===== src/rtl/wayreuse_ctrl.sv =====
module wayreuse_ctrl #(
  parameter int NWP = 4,
  parameter int AW  = 16,
  localparam int CW = $clog2(NWP + 1),
  localparam int PW = 2 * NWP
) (
  input  logic          clk,
  input  logic          rst_n,
  input  logic          line_fetch,
  input  logic [1:0]    line_hit_way,
  input  logic          cache_miss,
  input  logic          redirect,
  input  logic          btb_hit,
  input  logic [AW-1:0] btb_addr,
  input  logic          btb_taken,
  input  logic [CW-1:0] wp_cnt,
  input  logic [PW-1:0] wp_list,
  output logic [3:0]    way_en,
  output logic          tag_chk,
  output logic [1:0]    mode_o,
  output logic          rec_we,
  output logic [AW-1:0] rec_addr,
  output logic          rec_dir,
  output logic [PW-1:0] rec_ptrs,
  output logic [CW-1:0] rec_cnt,
  output logic          inv_req
);
  localparam logic [1:0] M_NORM  = 2'd0;
  localparam logic [1:0] M_TRACE = 2'd1;
  localparam logic [1:0] M_OMIT  = 2'd2;

  logic [1:0]    mode;
  logic [PW-1:0] rec, play;
  logic [CW-1:0] rcnt, pleft;
  logic [AW-1:0] paddr;
  logic          pdir, inv_q;

  always_ff @(posedge clk) begin
    if (!rst_n) begin
      mode  <= M_NORM;
      rec   <= '0;
      play  <= '0;
      rcnt  <= '0;
      pleft <= '0;
      paddr <= '0;
      pdir  <= 1'b0;
      inv_q <= 1'b0;
    end else begin
      inv_q <= cache_miss;
      if (cache_miss || redirect) begin
        mode <= M_NORM;
      end else if (btb_hit) begin
        if (wp_cnt != '0) begin
          play  <= wp_list;
          pleft <= wp_cnt;
          mode  <= M_OMIT;
        end else begin
          paddr <= btb_addr;
          pdir  <= btb_taken;
          rec   <= '0;
          rcnt  <= '0;
          mode  <= M_TRACE;
        end
      end else if (line_fetch) begin
        if (mode == M_TRACE && rcnt < CW'(NWP)) begin
          rec[{rcnt, 1'b0} +: 2] <= line_hit_way;
          rcnt <= rcnt + 1'b1;
        end else if (mode == M_OMIT) begin
          play  <= play >> 2;
          pleft <= pleft - 1'b1;
          if (pleft == CW'(1)) mode <= M_NORM;
        end
      end
    end
  end

  assign way_en   = (mode == M_OMIT) ? (4'b0001 << play[1:0]) : 4'b1111;
  assign tag_chk  = (mode != M_OMIT);
  assign mode_o   = mode;
  assign rec_we   = btb_hit && !cache_miss && !redirect && mode == M_TRACE && rcnt != '0;
  assign rec_addr = paddr;
  assign rec_dir  = pdir;
  assign rec_ptrs = rec;
  assign rec_cnt  = rcnt;
  assign inv_req  = inv_q;

  assert_omit_onehot_R7: assert property (@(posedge clk) disable iff (!rst_n)
    mode == M_OMIT |-> $countones(way_en) == 1);
  assert_full_enable_R2: assert property (@(posedge clk) disable iff (!rst_n)
    mode != M_OMIT |-> way_en == 4'b1111);
  assert_omit_has_ptr_R8: assert property (@(posedge clk) disable iff (!rst_n)
    mode == M_OMIT |-> pleft != '0);
  assert_log_cap_R5: assert property (@(posedge clk) disable iff (!rst_n)
    rcnt <= CW'(NWP));
  assert_miss_flush_R9: assert property (@(posedge clk) disable iff (!rst_n)
    cache_miss |=> (mode == M_NORM && inv_req));
  assert_redirect_abort_R10: assert property (@(posedge clk) disable iff (!rst_n)
    (redirect && !cache_miss) |=> mode == M_NORM);
  assert_write_restarts_R6: assert property (@(posedge clk) disable iff (!rst_n)
    rec_we |=> (mode == M_OMIT || rcnt == '0));
endmodule


===== config.mk =====
export PLATFORM = sky130hd
export DESIGN_NAME = wayreuse_ctrl
export DESIGN_NICKNAME = d
export VERILOG_FILES = /design/src/rtl/wayreuse_ctrl.sv
export SDC_FILE = /design/constraint.sdc
export NUM_CORES = 1
export LEC_CHECK = 0
export BUFFER_PORTS_ARGS = -buffer_cell sky130_fd_sc_hd__buf_4
export CAP_MARGIN = 40
export CORE_MARGIN = 2
export CORE_UTILIZATION = 30
export DETAILED_ROUTE_END_ITERATION = 8
export GPL_TIMING_DRIVEN = 1
export PLACE_DENSITY = 0.58
export SYNTH_ARGS = -nofsm -noshare
export SYNTH_HDL_FRONTEND = slang
export SYNTH_SLANG_ARGS = --single-unit

===== constraint.sdc =====
create_clock -name clk -period 3.3 [get_ports clk]
set_clock_uncertainty 0.2 [all_clocks]
set_input_delay 0 -clock clk [delete_from_list [all_inputs] [get_ports clk]]
set_output_delay 0 -clock clk [all_outputs]
set_load 0.05 [all_outputs]

; ---- After elaboration in Yosys (flattened, before gate mapping)
; Index checks and enable logic that the tools add are counted.
[totals]
out_inout_bits = 37
input_bits = 36
ff_bits = 42
elab_cells = 70
[op_classes]
reduce_logical = 19
n_eq_ne = 7
muxes = 26
bitwise_logic = 3
shifts = 3
n_addsub = 3
n_lt_le_gt_ge = 1
[ops]
columns = cell, n
row1 = $mux 8, 9
row2 = $mux 3, 9
row3 = $mux 2, 6
row4 = $bwmux 8, 1
row5 = $reduce_and 4->1, 2
row6 = $reduce_bool 2->1, 4
row7 = $shift 2x6->8 const A, 1
row8 = $shiftx 2x6->8, 1
row9 = $ne 2x2->1 const B, 3
row10 = $neg 4->6, 1
row11 = $reduce_bool 3->1, 2
row12 = $logic_and 1x1->1, 5
row13 = $reduce_and 5->1, 1
row14 = $mux 4, 1
row15 = $shl 1x2->4 const A, 1
row16 = $add 3x1->3 const B, 1
row17 = $eq 3x1->1 const B, 1
row18 = $lt 3x3->1 const B, 1
row19 = $not 1->1, 3
row20 = $reduce_and 3->1, 1
row21 = $sub 3x1->3 const B, 1
row22 = $eq 2x1->1 const B, 1
row23 = $eq 2x2->1 const B, 1
row24 = $logic_not 1->1, 2
row25 = 3 further kinds, 3

; ---- Depth between registers and ports, before layout
; Gate-level depths: netlist of run 1.
[depth]
depth_word = 6
mapped_depth = 6
mapped_depth_nobuf = 6

; ---- Least setup slack after synthesis of run 1
; Ideal clock, no wire load.
[synth_path]
path_type = register to output
startpoint = register rcnt[0] (netlist: rec_cnt[0])
endpoint = output port rec_we
path_buffers = 0
arrival_ns = 2.992
path_slack_ns = 0.108
path_stages_with_launch = 5
path_cell_list = dfxtp_1 -> inv_1 -> ha_1 -> ha_1 -> nor4b_1
[synth_via]
elab_chain_cells = 2
[synth_lines]
columns = element, line_no
row1 = "start, declared", 34  ; logic [CW-1:0] rcnt, pleft;
row2 = "start signal, assigned", 67  ; rcnt <= rcnt + 1'b1;
row3 = $reduce_bool 3->1, 80  ; assign rec_we = btb_hit && !cache_miss && !redirect && mode == M_TRACE && rcnt != '0;
row4 = $logic_and 1x1->1, 80
row5 = "end, declared", 21  ; output logic rec_we,
; Every way passes these cells.

; ---- Final worst setup path of run 1
[layout_path]
startpoint = register rcnt[0] (netlist: rec_cnt[0])
endpoint = register rec[1] (netlist: rec_ptrs[1])
[layout_via]
elab_chain_cells = 6
word_cells_on_any_way = 11
[layout_lines]
columns = element, line_no
row1 = $neg 4->6, 66  ; rec[{rcnt, 1'b0} +: 2] <= line_hit_way;
row2 = $shiftx 2x6->8 / $shift 2x6->8 (equally long branches), 66
row3 = $bwmux 8, 66
row4 = $mux 8, 65  ; if (mode == M_TRACE && rcnt < CW'(NWP)) begin
row5 = $mux 8, 64  ; end else if (line_fetch) begin
row6 = $mux 8, 52  ; end else if (btb_hit) begin
row7 = "end signal, assigned by index", 66
row8 = "end, declared", 33  ; logic [PW-1:0] rec, play;
; Several ways; a longest one is shown, not always the timed one. The select of a mux whose other input is x is not followed.
; A chain may end at the register's enable or synchronous reset.

==> flow_summary_export.csv, run 1 <==
group,metric,value,unit
cells_and_area,insertedDiodeCount,0,
logic_synthesis,synth_area,2063,sq um
worst_setup_path,rr_startpoint,"rec_cnt[0]",
logic_synthesis,syn_inst,235,
timing,finalCriticalPeriod,3043,ps
cells_and_area,syn2layout_area_growth,55.43,%
logic_synthesis,synth_area_leader_cell,"dfxtp_1",
route,routed_wl,6.266,mm
worst_setup_path,cp-start-kind,"flop",
worst_setup_path,cp_slowest_cell,"or4b_2",
clock_network,clockBufferDepth,2,
placed_design,gp_congestion,0.8007,
timing,setup_ws,257.4,ps
floorplanning,die_area,7557,sq um
worst_setup_path,worstReg2RegEnd,"rec_ptrs[1]",
logic_synthesis,avgSynthCellArea,8.780,sq um
clock_network,htree_levels,2,
logic_synthesis,synthArstFlopShare,0,
logic_synthesis,synth_cell_types,39,
status,status,"finished clean",
floorplanning,core_area,6719,sq um
placed_design,dp.cells,373,
floorplanning,num_rows,30,
power,power.density,327.7,nW/um^2
worst_setup_path,crit_path_max_incr_delay,630,ps
logic_synthesis,yosysMostFrequentCell,"dfxtp_1",
worst_setup_path,path_buf_inv,2,
timing,setup_viol,0,
power,ir_worst_vdd,0.2114,mV
logic_synthesis,synthesis.nets,279,
route,drcViolationCount,0,
worst_setup_path,crit_fanout,11,
floorplanning,initial_core_util,0.3071,
worst_setup_path,cp_data_required_time,3350,ps
worst_setup_path,worstSetupEndpointType,"flop",
route,drtIter0Drc,112,
logic_synthesis,synth_top_area_frac,0.4075,
timing,setup_tns,0,ps
worst_setup_path,path_class,"flop to flop",
power,power,1.051,mW
timing,timing_hold_violations_final,0,
grt,grt_usage,0.1694,
floorplanning,die_w,86.93,um
grt,antenna_found_initial,0,
timing,rsz0062_at_grt,"no",
cells_and_area,nets,386,
worst_setup_path,cp_top_family,"simple AND/OR/NAND/NOR gates",
grt,grt-ovfl-total,0,
logic_synthesis,synth_edf_count,0,
route,first_pass_iters,5,
worst_setup_path,reg2reg_slack,260,ps
logic_synthesis,ys_warn_count,0,
logic_synthesis,ys_seq_area_frac,0.4075,
clock_network,clk_pin_slew_worst_paths,90,ps
timing,whs,278.7,ps
grt,grt_pass1_vias,2097,
job,max_cap_violations,0,
worst_setup_path,worstPathArrival,3090,ps
cells_and_area,fin_cells,423,
route,ant_nets,0,
worst_hold_path,hold_class,"flop to flop",
timing,fmax,328.7,MHz
route,routed_via_density,5.184,
worst_setup_path,crit_top_cell,"ha_1",
clock_network,tritoncts,"yes",
placed_design,place_hpwl,4.021,mm
route,vias,2193,
clock_network,cts_buffers,5,
worst_hold_path,min_to,"rec_ptrs[6]",
grt,grt_max_degree,29,
placed_design,place_ws,678.2,ps
timing,relSlewSlack,0.5354,
worst_setup_path,critical_path.cell_chain,"inv_1, ha_1, ha_1, or4b_2, nor4_2, mux2i_1, dlygate4sd3_1",
floorplanning,die_h,86.93,um
logic_synthesis,netlist_top_cells_count,"42 x dfxtp_1, 24 x o21ai_0, 21 x nand3_1",
grt,grt_pass1_wl,10.06,mm
logic_synthesis,ys_ff_latch,42,
power,power.leakage,1.274,nW
timing,drv_slew,0,
clock_network,post_cts_buffers,0,
clock_network,clk_latency,300,ps
placed_design,io_buffers,72,
floorplanning,io_pins,73,
logic_synthesis,synthTopCellsByArea,"dfxtp_1 41%, mux2i_1 6.3%, o21ai_0 5.8%, nand3_1 5.1%, a21oi_1 4.9%",
route,wl_per_cell,14.81,um
clock_network,cts_sinks,42,
timing,worst_pin_slew,696.9,ps
worst_setup_path,reg2reg_depth,7,
timing,fin_crit_sh,0.9220,
worst_hold_path,whs_path_depth,2,
clock_network,root_buffer,"clkbuf_8",
cells_and_area,drive_above_1_share,0.2828,
logic_synthesis,synth_ff_type,"dfxtp_1",
worst_hold_path,min-delay-start,"rec_ptrs[6]",
[how the worst max path moves through the flow]
stage	endpoint	cells after the start	slack, ps	from
after floorplan	rec_we	4	110	rec_cnt[0]
after global placement	rec_ptrs[1]	6	750	rec_cnt[0]
after detailed placement	rec_ptrs[0]	6	680	rec_cnt[0]
after CTS	rec_ptrs[0]	7	120	rec_cnt[0]
after global routing	rec_ptrs[1]	7	140	rec_cnt[0]
final	rec_ptrs[1]	7	260	rec_cnt[0]
[logic make-up (layout without fill, tap and decap cells)]
group                    after synthesis  count (layout)  share of synthesized area
AND/OR/NAND/NOR                       63              63                     0.1813
AO/OA/AOI/OAI                         77              77                     0.2371
buffers and inverters                 32             140                    0.06246
flip-flops                            42              42                     0.4075
multiplexers                          13              13                    0.06307
adder cells (fa/ha/maj)                8               8                    0.04852
[layout make-up]
class,count,area [sq um]
well taps,80,100.1
inverters,12,45.04
fillers,635,3512
flip-flops and latches,42,842.1
repair buffers,120,1026
clock inverters,2,12.51
clock buffers,6,82.58
multi-input cells,161,1099
[per-stage QoR]
step / cell area (sq um) / utilization
after detailed placement: 2690 / 0.4004
after global placement: 2663 / 0.3963
after floorplan: 2063 / -
after CTS: 3206 / 0.4771
final: 3207 / 0.4773
after global routing: 3207 / 0.4773
[layout by cell type, fill, tap and decap left out, types with 2 or more instances in the layout]
cell type	n
buf_4	77
dlygate4sd3_1	42
dfxtp_1	41
o21ai_0	24
nand3_1	21
a21oi_1	20
mux2i_1	13
inv_1	11
nand4_1	9
nand2_1	9
ha_1	8
o211ai_1	7
a221oi_1	7
a211oi_1	7
clkbuf_8	6
nor2_1	4
o32ai_1	4
nor2b_1	3
or3b_2	2
or3_1	2
o31ai_1	2
nor3_1	2
a22oi_1	2
[flip-flops by register name (all words and copies together), names as in the netlist]
| name | count |
|---|---|
| rec_dir | 1 |
| rec_addr | 16 |
| play | 8 |
| rec_cnt | 3 |
| rec_ptrs | 8 |
| inv_req | 1 |
| pleft | 3 |
| mode_o | 2 |
[report_power, final]
| part | total (mW) | internal, mW | switching (mW) |
|---|---|---|---|
| Clock | 0.359 | 0.168 | 0.191 |
| Combinational | 0.170 | 0.0868 | 0.0836 |
| Sequential | 0.521 | 0.515 | 0.00553 |
| Total | 1.05 | 0.771 | 0.280 |
[worst register-to-register path: cells and delay by family (launching register included)]
kind	cells	cell delay, ps
adders and majority gates	2	520
buffers and inverters	2	680
DFF	1	450
muxes	1	230
and+or+nand+nor	2	920
[timing repair]
item / CTS / global route
endpoints found under the hold margin: 42 / 0
setup endpoints to repair: 0 / 2
gates resized for setup: 0 / 1
hold buffers: 42 / 0
[routing by layer]
metal | share of wire | global-route usage
met1 | 0.46 | 0.2162
met2 | 0.48 | 0.2769
met3 | 0.049 | 0.03981
met4 | 0.011 | 0.06392
met5 | 0 | 0
Note: power is estimated with default switching activity, not from simulation.
==> inputs of run 2 (changes only) <==
==> config.mk (replaced) <==
export PLATFORM = sky130hd
export DESIGN_NAME = wayreuse_ctrl
export DESIGN_NICKNAME = d
export VERILOG_FILES = /design/src/rtl/wayreuse_ctrl.sv
export SDC_FILE = /design/constraint.sdc
export NUM_CORES = 1
export LEC_CHECK = 0
export CAP_MARGIN = 40
export CORE_MARGIN = 2
export CORE_UTILIZATION = 30
export DETAILED_ROUTE_END_ITERATION = 8
export DONT_BUFFER_PORTS = 1
export GPL_TIMING_DRIVEN = 1
export PLACE_DENSITY = 0.49
export SYNTH_ARGS = -nofsm -noshare
export SYNTH_HDL_FRONTEND = slang
export SYNTH_SLANG_ARGS = --single-unit
==> flow_summary_export.csv, run 2 (same netlist as run 1, synthesis figures left out) <==
group,metric,value,unit
status,status,"finished clean",
worst_setup_path,crit_fanout,6,
cells_and_area,final_core_util,0.4410,
placed_design,gp_congestion,0.7955,
route,top_layer,"met4",
worst_setup_path,path_buf_inv,3,
worst_hold_path,min-delay-start,"line_fetch",
route,wl_per_cell,16.72,um
route,route.met2.wl,3.212,mm
clock_network,clockBufferDepth,2,
worst_setup_path,path_class,"flop to flop",
grt,grt_usage,0.1727,
worst_setup_path,worstSetupEndpointType,"flop",
cells_and_area,syn2layout_area_growth,43.60,%
floorplanning,die_h,86.93,um
grt,grt_pass1_wl,10.32,mm
worst_setup_path,crit_path_start,"rec_cnt[1]",
timing,setup_viol,0,
floorplanning,die_area,7557,sq um
worst_setup_path,cp_data_required_time,3340,ps
worst_setup_path,crit_path_max_incr_delay,660,ps
clock_network,cts_buffers,5,
worst_hold_path,min_to,"play[2]",
worst_setup_path,reg2reg_depth,8,
clock_network,cts_sinks,42,
worst_setup_path,worstPathArrival,3130,ps
timing,rsz0062_at_grt,"no",
job,max_cap_violations,0,
cells_and_area,final_common_cell,"dlygate4sd3_1",
clock_network,root_buffer,"clkbuf_8",
timing,relSlewSlack,0.4439,
placed_design,place_hpwl,3.904,mm
placed_design,place_ws,758.3,ps
power,power.density,393.6,nW/um^2
timing,setup_tns,0,ps
power,power,1.166,mW
clock_network,clk_pin_slew_worst_paths,90,ps
grt,grt-ovfl-total,0,
worst_setup_path,cp-start-kind,"flop",
worst_setup_path,cp_top_family,"buffers and inverters",
route,first_pass_iters,4,
timing,finalCriticalPeriod,3096,ps
power,power.leakage,1.006,nW
route,drtIter0Drc,97,
worst_setup_path,cp_slowest_cell,"or4b_2",
cells_and_area,largest_register_ff_count,16,
grt,antenna_found_initial,0,
worst_setup_path,worstReg2RegEnd,"rec_ptrs[0]",
grt,grt_pass1_vias,2073,
timing,worst_pin_slew,831.4,ps
worst_setup_path,rr_startpoint,"rec_cnt[1]",
route,wl_met1,2.677,mm
cells_and_area,drive_above_1_share,0.1174,
cells_and_area,num-fill-cells,662,
timing,drv_slew,0,
clock_network,clk_latency,300,ps
timing,timing_hold_violations_final,0,
grt,grt_max_degree,29,
worst_setup_path,crit_top_cell,"ha_1",
route,routed_wl,6.319,mm
worst_hold_path,whs_path_depth,3,
route,routed_via_density,5.458,
cells_and_area,nets,341,
floorplanning,die_w,86.93,um
timing,fin_crit_sh,0.9382,
clock_network,tritoncts,"yes",
route,vias,2063,
floorplanning,initial_core_util,0.3071,
cells_and_area,final_cell_mix,"60 x dlygate4sd3_1, 41 x dfxtp_1, 21 x nand3_1, 20 x o21ai_0, 20 x a21oi_1",
route,wl_met3,376,um
floorplanning,num_rows,30,
clock_network,htree_levels,2,
worst_setup_path,cp.depth,8,
placed_design,io_buffers,0,
route,ant_nets,0,
worst_setup_path,critical_path.cell_chain,"buf_4, inv_1, ha_1, ha_1, or4b_2, nor4_4, mux2i_1, dlygate4sd3_1",
cells_and_area,insertedDiodeCount,0,
power,ir_worst_vdd,0.1958,mV
floorplanning,core_area,6719,sq um
worst_hold_path,hold_class,"input port to flop",
timing,setup_ws,203.8,ps
route,drcViolationCount,0,
worst_setup_path,reg2reg_slack,200,ps
floorplanning,io_pins,73,
timing,fmax,323.0,MHz
[run 2: cell count changes in the layout (fill, tap and decap cells not counted), sizes merged]
cell,change
dlygate4sd3,+18
clkinv,-1
buf,-63
bufinv,+2
clkinvlp,-1
[run 2: stage by stage]
stage	instance area, sq um	cells	hold slack, ps
after global routing	2963	378	82.68
after CTS	2953	378	31.51
final	2963	378	51.22
after floorplan	2063	235	-78.29
after global placement	2180	306	-72.38
after detailed placement	2210	310	-72.43
[run 2: worst max-delay path by stage]
| stage | end | slack (ps) |
|---|---|---|
| floorplan | rec_we | 110 |
| global placement | rec_ptrs[1] | 770 |
| detailed placement | rec_ptrs[1] | 760 |
| CTS | rec_ptrs[1] | 210 |
| global route | rec_ptrs[0] | 40 |
| finish | rec_ptrs[0] | 200 |
[run 2: layout make-up]
type	count	area, sq um	area share
Timing Repair Buffer	75	713.2	0.2407
Multi-Input combinational cell	161	1120	0.3780
Inverter	12	45.04	0.01520
Tap cell	80	100.1	0.03378
Clock buffer	6	82.58	0.02787
Sequential cell	42	842.1	0.2842
Clock inverter	2	60.06	0.02027
[run 2: worst min-delay path, cell delays in order]
cell and delay (ps):
nor4b_2 180, a221oi_1 250, a211oi_1 70
[run 2: routing by layer]
layer / vias up / global-route usage
met4: 0 / 0.05540
met2: 61 / 0.2998
met1: 991 / 0.2033
met5: - / 0
met3: 4 / 0.05118
li1: 1007 / -
[run 2: power breakdown]
group / switching, mW / internal [mW]
Clock: 0.188 / 0.323
Sequential: 0.0145 / 0.515
Combinational: 0.0667 / 0.0592
[run 2: repair_timing]
action                                  in CTS  in global routing
hold buffers                                60                  0
endpoints found under the hold margin       42                  0
buffers inserted                             0                  0
gates resized for setup                      0                  2
endpoints found under the setup margin       0                  2
==> inputs of run 3 (changes only) <==
--- a/config.mk
+++ b/config.mk
@@ -7,11 +7,11 @@
 export LEC_CHECK = 0
 export CAP_MARGIN = 40
 export CORE_MARGIN = 2
-export CORE_UTILIZATION = 30
+export CORE_UTILIZATION = 40
 export DETAILED_ROUTE_END_ITERATION = 8
 export DONT_BUFFER_PORTS = 1
 export GPL_TIMING_DRIVEN = 1
-export PLACE_DENSITY = 0.49
+export PLACE_DENSITY = 0.59
 export SYNTH_ARGS = -nofsm -noshare
 export SYNTH_HDL_FRONTEND = slang
 export SYNTH_SLANG_ARGS = --single-unit
==> flow_summary_export.csv, run 3 (same netlist as run 1, synthesis figures left out) <==
group,metric,value,unit
status,status,"finished clean",
power,power,1.019,mW
grt,grt_pass1_wl,9.494,mm
clock_network,cts_hold_buf,59,
cells_and_area,final_cell_mix,"59 x dlygate4sd3_1, 42 x dfxtp_1, 21 x nand3_1, 20 x o21ai_0, 20 x a21oi_1",
grt,grt_usage,0.2165,
worst_setup_path,path_class,"input port to flop",
cells_and_area,syn2layout_area_growth,39.36,%
timing,relSlewSlack,0.4670,
clock_network,post_cts_buffers,0,
floorplanning,io_pins,73,
route,routed_wl,6.120,mm
timing,drv_slew,0,
cells_and_area,largest_register_ff_count,16,
route,vias,2085,
power,power.density,354.5,nW/um^2
grt,antenna_found_initial,0,
floorplanning,initial_core_util,0.4092,
clock_network,cts_resized,0,
worst_hold_path,hold_class,"input port to flop",
cells_and_area,multi_input_area,1111,sq um
timing,timing_hold_violations_final,0,
placed_design,gp_congestion,0.7313,
worst_setup_path,cp-start-kind,"input port",
cells_and_area,fin_cells,366,
timing,worst_pin_slew,799.5,ps
floorplanning,num_rows,26,
route,first_pass_iters,4,
placed_design,place_hpwl,3.617,mm
timing,fin_crit_sh,0.8885,
cells_and_area,num-fill-cells,461,
route,wl_per_cell,16.72,um
grt,grt_pass1_vias,1992,
cells_and_area,final_core_util,0.5702,
clock_network,htree_levels,2,
cells_and_area,regArea,840.8,sq um
power,power.leakage,0.9807,nW
route,drcViolationCount,0,
clock_network,cts_buffers,5,
timing,setup_tns,0,ps
floorplanning,die_area,5749,sq um
route,routed_via_density,5.697,
job,max_cap_violations,0,
timing,finalCriticalPeriod,2932,ps
clock_network,clk_latency,300,ps
worst_setup_path,worstPathArrival,2980,ps
worst_setup_path,cp_data_required_time,3350,ps
cells_and_area,insertedDiodeCount,0,
placed_design,dp.cells,299,
clock_network,clockBufferDepth,2,
route,ant_nets,0,
power,ir_worst_vdd,0.3231,mV
timing,setup_viol,0,
cells_and_area,nets,339,
clock_network,clk_pin_slew_worst_paths,90,ps
timing,fmax,341.0,MHz
worst_setup_path,worstSetupEndpointType,"flop",
floorplanning,die_h,75.82,um
cells_and_area,final_common_cell,"dlygate4sd3_1",
placed_design,place_ws,684.7,ps
clock_network,root_buffer,"clkbuf_8",
clock_network,cts_sinks,42,
placed_design,io_buffers,0,
worst_setup_path,crit_fanout,21,
clock_network,tritoncts,"yes",
floorplanning,core_area,5042,sq um
floorplanning,die_w,75.82,um
timing,rsz0062_at_grt,"no",
cells_and_area,drive_above_1_share,0.1115,
grt,grt-ovfl-total,0,
timing,setup_ws,367.8,ps
grt,grt_max_degree,29,
route,drtIter0Drc,175,
-- run 3: area by class of cell --
cell class / count / share of cell area
Multi-Input combinational cell: 161 / 0.3864
Clock inverter: 3 / 0.009138
Timing Repair Buffer: 73 / 0.2419
Clock buffer: 5 / 0.02393
Sequential cell: 42 / 0.2924
Tap cell: 70 / 0.03046
Inverter: 12 / 0.01567
-- run 3: power by group --
part           total (mW)  switching (mW)  internal [mW]  leakage (nW)
Clock               0.367           0.209          0.158        0.0495
Combinational       0.122          0.0650         0.0570         0.591
Sequential          0.530          0.0148          0.515         0.340
Total                1.02           0.289          0.730         0.981
-- run 3: path summary, 6_finish.rpt --
kind | start | slack [ps] | end | cells past startpoint
worst max register to register | mode_o[1] | 420 | play[7] | 6
worst min-delay path | line_fetch | 10 | rec_cnt[0] | 4
worst min register to register | play[6] | 280 | play[6] | 2
worst max-delay path | rst_n | 370 | mode_o[1] | 6
-- run 3: stage by stage --
step	instance area, sq um	hold WS [ps]
5_1_grt	2875	41.11
6_report	2875	14.10
4_1_cts	2875	5.058
3_5_place_dp	2190	-72.42
2_1_floorplan	2063	-78.29
3_3_place_gp	2160	-74.38
-- run 3: critical path: stages --
cell           delay [ps]
dlygate4sd3_1        1030
clkinv_1              570
buf_4                 360
or3_1                 340
a21oi_1               110
dlygate4sd3_1         550
-- run 3: metal layers --
metal / part of all wire / track usage / vias to the layer above / routed length (um)
li1: - / - / 1003 / -
met5: 0 / 0 / - / 0
met3: 0.077 / 0.05159 / 5 / 471
met4: 0.0065 / 0.06238 / 0 / 40
met1: 0.41 / 0.2579 / 996 / 2488
met2: 0.51 / 0.3851 / 81 / 3120
